--- src/rtl/flash_cmd_pkg.sv ---
package flash_cmd_pkg;
   localparam int CMD_AW = 11;
   localparam logic [CMD_AW-1:0] ADR_A = 11'h555;
   localparam logic [CMD_AW-1:0] ADR_B = 11'h2AA;
   localparam logic [7:0] D_UNLK_A = 8'hAA;
   localparam logic [7:0] D_UNLK_B = 8'h55;
   localparam logic [7:0] D_SETUP  = 8'h80;
   localparam logic [7:0] D_CHIP   = 8'h10;
   localparam logic [7:0] D_SECT   = 8'h30;

   typedef enum logic [2:0] {
      ST_READ  = 3'd0,
      ST_U1    = 3'd1,
      ST_U2    = 3'd2,
      ST_SETUP = 3'd3,
      ST_U3    = 3'd4,
      ST_U4    = 3'd5,
      ST_BUSY  = 3'd6
   } seq_state_e;
endpackage

--- src/rtl/we_edge_detect.sv ---
module we_edge_detect (
   input  logic clk,
   input  logic rst_n,
   input  logic we_n,
   output logic strobe
);
   logic we_q;

   always_ff @(posedge clk or negedge rst_n) begin
      if (!rst_n) we_q <= 1'b1;
      else        we_q <= we_n;
   end

   // rising edge of the active-low strobe: was low, now high
   assign strobe = we_n & ~we_q;
endmodule

--- src/rtl/erase_engine_stub.sv ---
module erase_engine_stub #(
   parameter int CHIP_LEN = 1000,
   parameter int SECT_LEN = 200
) (
   input  logic clk,
   input  logic rst_n,
   input  logic chip_go,
   input  logic sect_go,
   output logic done
);
   localparam int MAX_LEN = (CHIP_LEN > SECT_LEN) ? CHIP_LEN : SECT_LEN;
   localparam int CW      = $clog2(MAX_LEN + 1);
   localparam logic [CW-1:0] CHIP_LOAD = CW'(CHIP_LEN - 1);
   localparam logic [CW-1:0] SECT_LOAD = CW'(SECT_LEN - 1);

   logic          active;
   logic [CW-1:0] cnt;

   always_ff @(posedge clk or negedge rst_n) begin
      if (!rst_n) begin
         active <= 1'b0;
         cnt    <= '0;
         done   <= 1'b0;
      end else begin
         done <= 1'b0;
         if (chip_go || sect_go) begin
            active <= 1'b1;
            cnt    <= chip_go ? CHIP_LOAD : SECT_LOAD;
         end else if (active) begin
            if (cnt == '0) begin
               active <= 1'b0;
               done   <= 1'b1;
            end else begin
               cnt <= cnt - 1'b1;
            end
         end
      end
   end
endmodule

--- src/rtl/cmd_seq_fsm.sv ---
module cmd_seq_fsm
   import flash_cmd_pkg::*;
#(
   parameter int ADDR_W            = 16,
   parameter int SECT_W            = 4,
   parameter bit RESTART_ON_UNLOCK = 1'b0
) (
   input  logic              clk,
   input  logic              rst_n,
   input  logic              strobe,
   input  logic [ADDR_W-1:0] addr,
   input  logic [7:0]        data,
   input  logic              eng_done,
   output logic              array_read,
   output logic              busy_n,
   output logic              chip_go,
   output logic              sect_go,
   output logic [SECT_W-1:0] sect_target
);
   seq_state_e state, nxt, fail_nxt;
   logic at_a, at_b, hit_unlk_a, acc_chip, acc_sect;

   assign at_a       = (addr[CMD_AW-1:0] == ADR_A);
   assign at_b       = (addr[CMD_AW-1:0] == ADR_B);
   assign hit_unlk_a = at_a && (data == D_UNLK_A);

   generate
      if (RESTART_ON_UNLOCK) begin : g_restart
         assign fail_nxt = hit_unlk_a ? ST_U1 : ST_READ;
      end else begin : g_strict
         assign fail_nxt = ST_READ;
      end
   endgenerate

   assign acc_chip = strobe && (state == ST_U4) && at_a && (data == D_CHIP);
   assign acc_sect = strobe && (state == ST_U4) && (data == D_SECT);

   always_comb begin
      nxt = state;
      if (state == ST_BUSY) begin
         if (eng_done) nxt = ST_READ;
      end else if (strobe) begin
         unique case (state)
            ST_READ:  nxt = hit_unlk_a ? ST_U1 : ST_READ;
            ST_U1:    nxt = (at_b && data == D_UNLK_B) ? ST_U2 : fail_nxt;
            ST_U2:    nxt = (at_a && data == D_SETUP) ? ST_SETUP : fail_nxt;
            ST_SETUP: nxt = hit_unlk_a ? ST_U3 : fail_nxt;
            ST_U3:    nxt = (at_b && data == D_UNLK_B) ? ST_U4 : fail_nxt;
            ST_U4:    nxt = (acc_chip || acc_sect) ? ST_BUSY : fail_nxt;
            default:  nxt = ST_READ;
         endcase
      end
   end

   always_ff @(posedge clk or negedge rst_n) begin
      if (!rst_n) begin
         state       <= ST_READ;
         chip_go     <= 1'b0;
         sect_go     <= 1'b0;
         sect_target <= '0;
      end else begin
         state   <= nxt;
         chip_go <= acc_chip;
         sect_go <= acc_sect;
         if (acc_sect)
            sect_target <= addr[ADDR_W-1 -: SECT_W];
         else if (state == ST_BUSY && eng_done)
            sect_target <= '0;
      end
   end

   assign array_read = (state == ST_READ);
   assign busy_n     = (state != ST_BUSY);
endmodule

--- src/rtl/flash_erase_cmd_decoder.sv ---
module flash_erase_cmd_decoder
   import flash_cmd_pkg::*;
#(
   parameter int ADDR_W            = 16,
   parameter int SECT_W            = 4,
   parameter int CHIP_LEN          = 1000,
   parameter int SECT_LEN          = 200,
   parameter bit RESTART_ON_UNLOCK = 1'b0
) (
   input  logic              clk,
   input  logic              rst_n,
   input  logic              we_n,
   input  logic [ADDR_W-1:0] bus_addr,
   input  logic [7:0]        bus_data,
   output logic              array_read,
   output logic              busy_n,
   output logic              chip_erase_go,
   output logic              sect_erase_go,
   output logic [SECT_W-1:0] sect_target,
   output logic              erase_done
);
   generate
      if (ADDR_W < CMD_AW + SECT_W) begin : g_bad_addr
         $error("ADDR_W must cover the command bits plus the sector field");
      end
      if (SECT_W < 1) begin : g_bad_sect
         $error("SECT_W must be at least 1");
      end
      if (CHIP_LEN < 1 || SECT_LEN < 1) begin : g_bad_len
         $error("erase lengths must be at least 1");
      end
   endgenerate

   logic strobe;

   we_edge_detect u_edge (
      .clk    (clk),
      .rst_n  (rst_n),
      .we_n   (we_n),
      .strobe (strobe)
   );

   cmd_seq_fsm #(
      .ADDR_W            (ADDR_W),
      .SECT_W            (SECT_W),
      .RESTART_ON_UNLOCK (RESTART_ON_UNLOCK)
   ) u_fsm (
      .clk         (clk),
      .rst_n       (rst_n),
      .strobe      (strobe),
      .addr        (bus_addr),
      .data        (bus_data),
      .eng_done    (erase_done),
      .array_read  (array_read),
      .busy_n      (busy_n),
      .chip_go     (chip_erase_go),
      .sect_go     (sect_erase_go),
      .sect_target (sect_target)
   );

   erase_engine_stub #(
      .CHIP_LEN (CHIP_LEN),
      .SECT_LEN (SECT_LEN)
   ) u_eng (
      .clk     (clk),
      .rst_n   (rst_n),
      .chip_go (chip_erase_go),
      .sect_go (sect_erase_go),
      .done    (erase_done)
   );
endmodule

--- config.mk ---
export PLATFORM = sky130hd
export DESIGN_NAME = flash_erase_cmd_decoder
export DESIGN_NICKNAME = d
export VERILOG_FILES = /design/src/rtl/flash_cmd_pkg.sv /design/src/rtl/we_edge_detect.sv /design/src/rtl/erase_engine_stub.sv /design/src/rtl/cmd_seq_fsm.sv /design/src/rtl/flash_erase_cmd_decoder.sv
export SDC_FILE = /design/constraint.sdc
export NUM_CORES = 1
export LEC_CHECK = 0
export ABC_CLOCK_PERIOD_IN_PS = 3560
export BUFFER_PORTS_ARGS = -buffer_cell sky130_fd_sc_hd__buf_2
export CAP_MARGIN = 25
export CORE_MARGIN = 5
export CORE_UTILIZATION = 40
export CTS_CLUSTER_SIZE = 24
export DETAILED_ROUTE_END_ITERATION = 10
export HOLD_SLACK_MARGIN = 0.06
export PLACE_DENSITY_LB_ADDON = 0.3
export SLEW_MARGIN = 0
export SYNTH_ARGS = -nofsm -noshare
export SYNTH_HDL_FRONTEND = slang
export SYNTH_SLANG_ARGS = --single-unit
--- constraint.sdc ---
create_clock -name clk -period 3.56 [get_ports clk]
set_clock_uncertainty 0.05 [all_clocks]
set_input_delay 0.178 -clock clk [delete_from_list [all_inputs] [get_ports clk]]
set_output_delay 0.178 -clock clk [all_outputs]
set_load 0.01 [all_outputs]
Word-level counts from Yosys, hierarchy flattened
Cells that the tools add are included.
Widths: inputs -> output; s select.
{ "word_totals": {"out_inout_bits": 9, "elab_cells": 66, "register_bits": 22, "in_bits": 27} }
{ "op_classes": {"n_eq_ne": 16, "reduce_logical": 17, "n_bitwise": 2, "add_sub_neg": 1, "mux": 22} }
{ "ops": {"columns": ["op", "n"], "rows": [
  ["$mux 10", 4],
  ["$mux 3", 6],
  ["$pmux 3 s6", 1],
  ["$eq 8x8->1 const B", 2],
  ["$eq 11x10->1 const B", 1],
  ["$eq 11x11->1 const B", 1],
  ["$logic_not 10->1", 1],
  ["$sub 10x1->10 const B", 1],
  ["$eq 3x3->1 const B", 3],
  ["$eq 8x5->1 const B", 1],
  ["$eq 8x6->1 const B", 1],
  ["$eq 8x7->1 const B", 1],
  ["$logic_and 1x1->1", 8],
  ["$mux 4", 2],
  ["$mux 1", 7],
  ["$eq 3x2->1 const B", 2],
  ["$reduce_bool 2->1", 3],
  ["$mux 2", 2],
  ["$ne 2x1->1 const B", 2],
  ["$reduce_and 2->1", 2],
  ["$eq 3x1->1 const B", 1],
  ["$logic_not 3->1", 1],
  ["$ne 3x3->1 const B", 1],
  ["$logic_or 1x1->1", 2],
  ["2 further kinds", 2]
]} }

Logic depth before layout (Yosys ltp)
{ "depth": {"ltp_word": 10, "ltp_mapped": 6, "ltp_nobuf": 6} }

By module
From an unflattened synthesis, not the netlist that was laid out.
{ "unflattened": {"hier_cells": 144, "hier_area_um2": 1350.0} }
{ "by_module_without_submodules": {"columns": ["mod", "area_per_inst_um2", "seq_area_each_um2", "instances", "cells_each"], "rows": [
  ["erase_engine_stub", 693.2, 300.3, 1, 68],
  ["cmd_seq_fsm", 616.8, 225.2, 1, 74],
  ["we_edge_detect", 40.0, 26.3, 1, 2]
]} }

Worst setup path before layout
No wires, ideal clock.
{ "synth_path": {"kind": "reg-to-reg", "from": "register u_eng.cnt[0]", "to": "register u_eng.cnt[5]", "t_arrival_ps": 1709, "synth_period_minus_slack_ps": 1877, "stages_incl_launch_ff": 7, "required_ps": 3392, "setup_time_ps": 118, "path_slack_ps": 1683, "n_path_buf": 0, "path_cell_list": "dfrtp_1 > inv_1 > ha_1 > or4b_1 > nor3_1 > o21bai_1 > a21o_1"} }
{ "synth_via": {"elab_chain_cells": 4, "word_cells_on_any_way": 7, "cone_classes": "1 x add/sub; 1 x eq/ne; 3 x mux; 2 x reduce/logical"} }
{ "synth_lines": {"columns": ["item", "line", "source"], "rows": [
  ["start, declared", "erase_engine_stub.sv:17", "logic [CW-1:0] cnt;"],
  ["start signal, assigned", "erase_engine_stub.sv:28", "cnt <= chip_go ? CHIP_LOAD : SECT_LOAD;"],
  ["start signal, assigned", "erase_engine_stub.sv:34", "cnt <= cnt - 1'b1;"],
  ["$sub 10x1->10", "erase_engine_stub.sv:34", null],
  ["$mux 10", "erase_engine_stub.sv:30", "if (cnt == '0) begin"],
  ["$mux 10", "erase_engine_stub.sv:29", "end else if (active) begin"],
  ["$mux 10", "erase_engine_stub.sv:26", "if (chip_go || sect_go) begin"]
]} }
Several ways; a longest one is shown, not always the timed one. The select of a mux whose other input is x is not followed.
A chain may end at the register's enable or synchronous reset.

Worst setup path after layout
Same ends and word-level chain as after synthesis.

==> results_dict.tcl <==
set metrics [dict create \
    r2r_cells 6 \
    max_freq_mhz 481 \
    post-dp-hpwl_um 2490 \
    postSynthAreaPerCell_um2 9.61 \
    cp-end-kind "flip-flop" \
    die_y_um 68.8 \
    synth.distinct_cells 54 \
    cp-start-kind "flip-flop" \
    dieWidth_um 68.8 \
    crit_path_end "u_eng.cnt[5]" \
    drc_errors 0 \
    fin_crit_sh_pct 58.4 \
    yosys_warnings 0 \
    relSlewSlack_pct 48.8 \
    grt_pass1_wl_um 5510 \
    cp-startpoint "u_eng.cnt[0]" \
    fin_nets 215 \
    clock-sinks 22 \
    worstReg2RegStart "u_eng.cnt[0]" \
    finalHoldViolCount 0 \
    critPathKind "flip-flop to flip-flop" \
    syn-num-nets 172 \
    wl_um 3170 \
    syn-cell-area_mm2 0.00138 \
    yosysTopAreaCell "dfrtp_1" \
    fillers 326 \
    fin_setup_tns_ps 0 \
    ys_ff_latch 22 \
    syn-instance-count 144 \
    regToRegEndpoint "u_eng.cnt[5]" \
    worstPathRequired_ps 3710 \
    viasPerCell 5.52 \
    cts-resized-gates 0 \
    wl_per_cell_um 13.7 \
    grt_max_degree 23 \
    drt_first_pass_iters 4 \
    cts_root_buf "clkbuf_4" \
    status "completed" \
    setup_viol 0 \
    num_antenna_cells 0 \
    area_growth_syn_to_layout_pct 22.4 \
    r2r_slack_ps 1480 \
    clock_path_buffers 2 \
    hold_path_class "input port to flip-flop" \
    clk_pin_slew_ps 120 \
    synth-main-ff-cell "dfrtp_1" \
    start_util_pct 41.5 \
    vias 1281 \
    rows 21 \
    cts_tree "yes" \
    htree_num_levels 1 \
    pin_count 36 \
    synth_edf_count 0 \
    drive_gt1_share_pct 25.3 \
    max-vdd-ir-drop_mv 0.123 \
    overflow 0 \
    rsz0062_at_grt "no" \
    maxCapViolCount 0 \
    grt_pass1_vias 1310 \
    post-cts-setup-buffers 0 \
    io_buffers 34 \
    final_util_pct 50.8 \
    grt_util_all_layers_pct 15.0 \
    postRouteAntennaNets 0 \
    finalWorstPathRequiredPeriod_ps 2080 \
    critical_path.max_fanout 4 \
    synthArstFlopShare_pct 100 \
    powerDensity_mw_per_mm2 251 \
    critPathArrivalTime_ps 2230 \
    gp_congestion 0.872 \
    core-area_mm2 0.00334 \
    clock_latency_ps 300 \
    cts_buffers 3 \
    drt-initial-drc-count 72 \
    ys_seq_area_share_pct 39.9 \
    dieArea_mm2 0.00474 \
    final_max_slew_viol_count 0 \
    synth_top_area_share_pct 38.0 \
    synth.area.top_cells "dfrtp_1, nand2_1, mux2i_1, inv_1, nand3_1" \
    antenna_found_initial 0 \
    p_leak_nw 0.782 \
    worstMarginPinSlew_ps 760 \
]
[final cells by class]
cell class / instances / area (µm²) / share of cell area, %
Multi-Input combinational cell: 109 / 771 / 45.5
Sequential cell: 22 / 552 / 32.6
Timing Repair Buffer: 41 / 240 / 14.2
Tap cell: 46 / 57.6 / 3.40
Inverter: 10 / 37.5 / 2.22
Clock buffer: 4 / 36.3 / 2.14
[power breakdown]
part	internal, W	switching [W]
registers	0.000251	0.000000355
clock network	0.0000623	0.0000710
logic	0.0000205	0.0000196
total	0.000334	0.0000910
[how the worst min path moves through the flow]
stage | startpoint | to | cells past startpoint
global placement | rst_n | u_eng.cnt[6] | 1
global route | bus_data[1] | u_fsm.state[2] | 3
finish | bus_data[1] | u_fsm.state[2] | 3
CTS | bus_data[1] | u_fsm.state[2] | 3
detailed placement | rst_n | u_eng.cnt[6] | 1
floorplan | rst_n | u_eng.active | 0
[registers in the layout, summed over array words and instances (netlist names)]
signal / flops
u_edge.we_q: 1
u_eng.active: 1
u_eng.cnt: 10
u_eng.done: 1
u_fsm.chip_go: 1
u_fsm.sect_go: 1
u_fsm.sect_target: 4
u_fsm.state: 3
[cell usage after synthesis, types with 3 or more instances]
master,count
nand3_1,7
nand4b_1,3
nand2_1,18
nor2_1,8
mux2i_1,5
o211ai_1,3
nand4_1,3
dfrtp_1,21
nor3_1,6
inv_1,10
nor4_1,4
[placed cells by master, fill, tap and decap left out, types with 2 or more instances in the layout]
cell type      Yosys  routed
dfrtp_1           21      21
clkbuf_4           0       3
xnor2_1            2       2
dlygate4sd3_1      0       7
o211ai_1           3       3
a21o_1             2       2
nor4_1             4       4
buf_2              1      34
o21bai_1           2       2
mux2i_1            5       5
a21oi_1            2       2
nand4b_1           3       3
and2_1             2       2
nand2_1           18      18
nand4_1            3       3
nand2b_1           2       2
inv_1             10      10
nor2b_1            2       2
xor2_1             2       2
nor2_1             8       8
or4b_1             2       2
nand3_1            7       7
or4bb_1            2       2
o21ai_0            2       2
nor3_1             6       6
a2111oi_0          2       2
or3_1              2       2
[timing repair]
item                                    CTS  global route
endpoints found under the hold margin    27             0
endpoints found under the setup margin    0             0
hold buffers                              7             0
[logic make-up (layout without fill, tap and decap cells)]
kind of cell	Yosys count	count (layout)	share of synthesized area, %
AO/OA/AOI/OAI	23	23	13.0
multiplexers	5	5	3.62
adder cells (fa/ha/maj)	1	1	0.904
AND/OR/NAND/NOR	76	76	35.6
flip-flops	22	22	39.9
buffers and inverters	13	55	4.43
XOR/XNOR	4	4	2.53
[worst max-delay path, stage by stage, from the launching register on]
cell	delay, ps
dfrtp_1	420
inv_1	110
ha_1	220
or4b_1	540
nor3_1	330
o21bai_1	130
a21o_1	180
[stage by stage]
step           power (W)  setup WS (ps)  cell area, µm²  std cells  hold slack (ps)
2_1_floorplan   0.000266           1680            1380        144             -168
3_3_place_gp    0.000289           1540            1590        221              108
3_5_place_dp    0.000290           1510            1590        221              116
4_1_cts         0.000430           1490            1690        232              129
5_1_grt         0.000443           1360            1690        232              175
6_report        0.000425           1480            1690        232              138
[per-layer routing]
layer | track usage (%) | vias to the layer above | part of all wire (%)
met4 | 6.81 | 0 | 1.9
li1 | - | 624 | -
met1 | 17.1 | 610 | 41
met3 | 1.78 | 6 | 4.9
met5 | 0 | - | 0
met2 | 27.7 | 41 | 52
(Power assumes the default switching activity.)
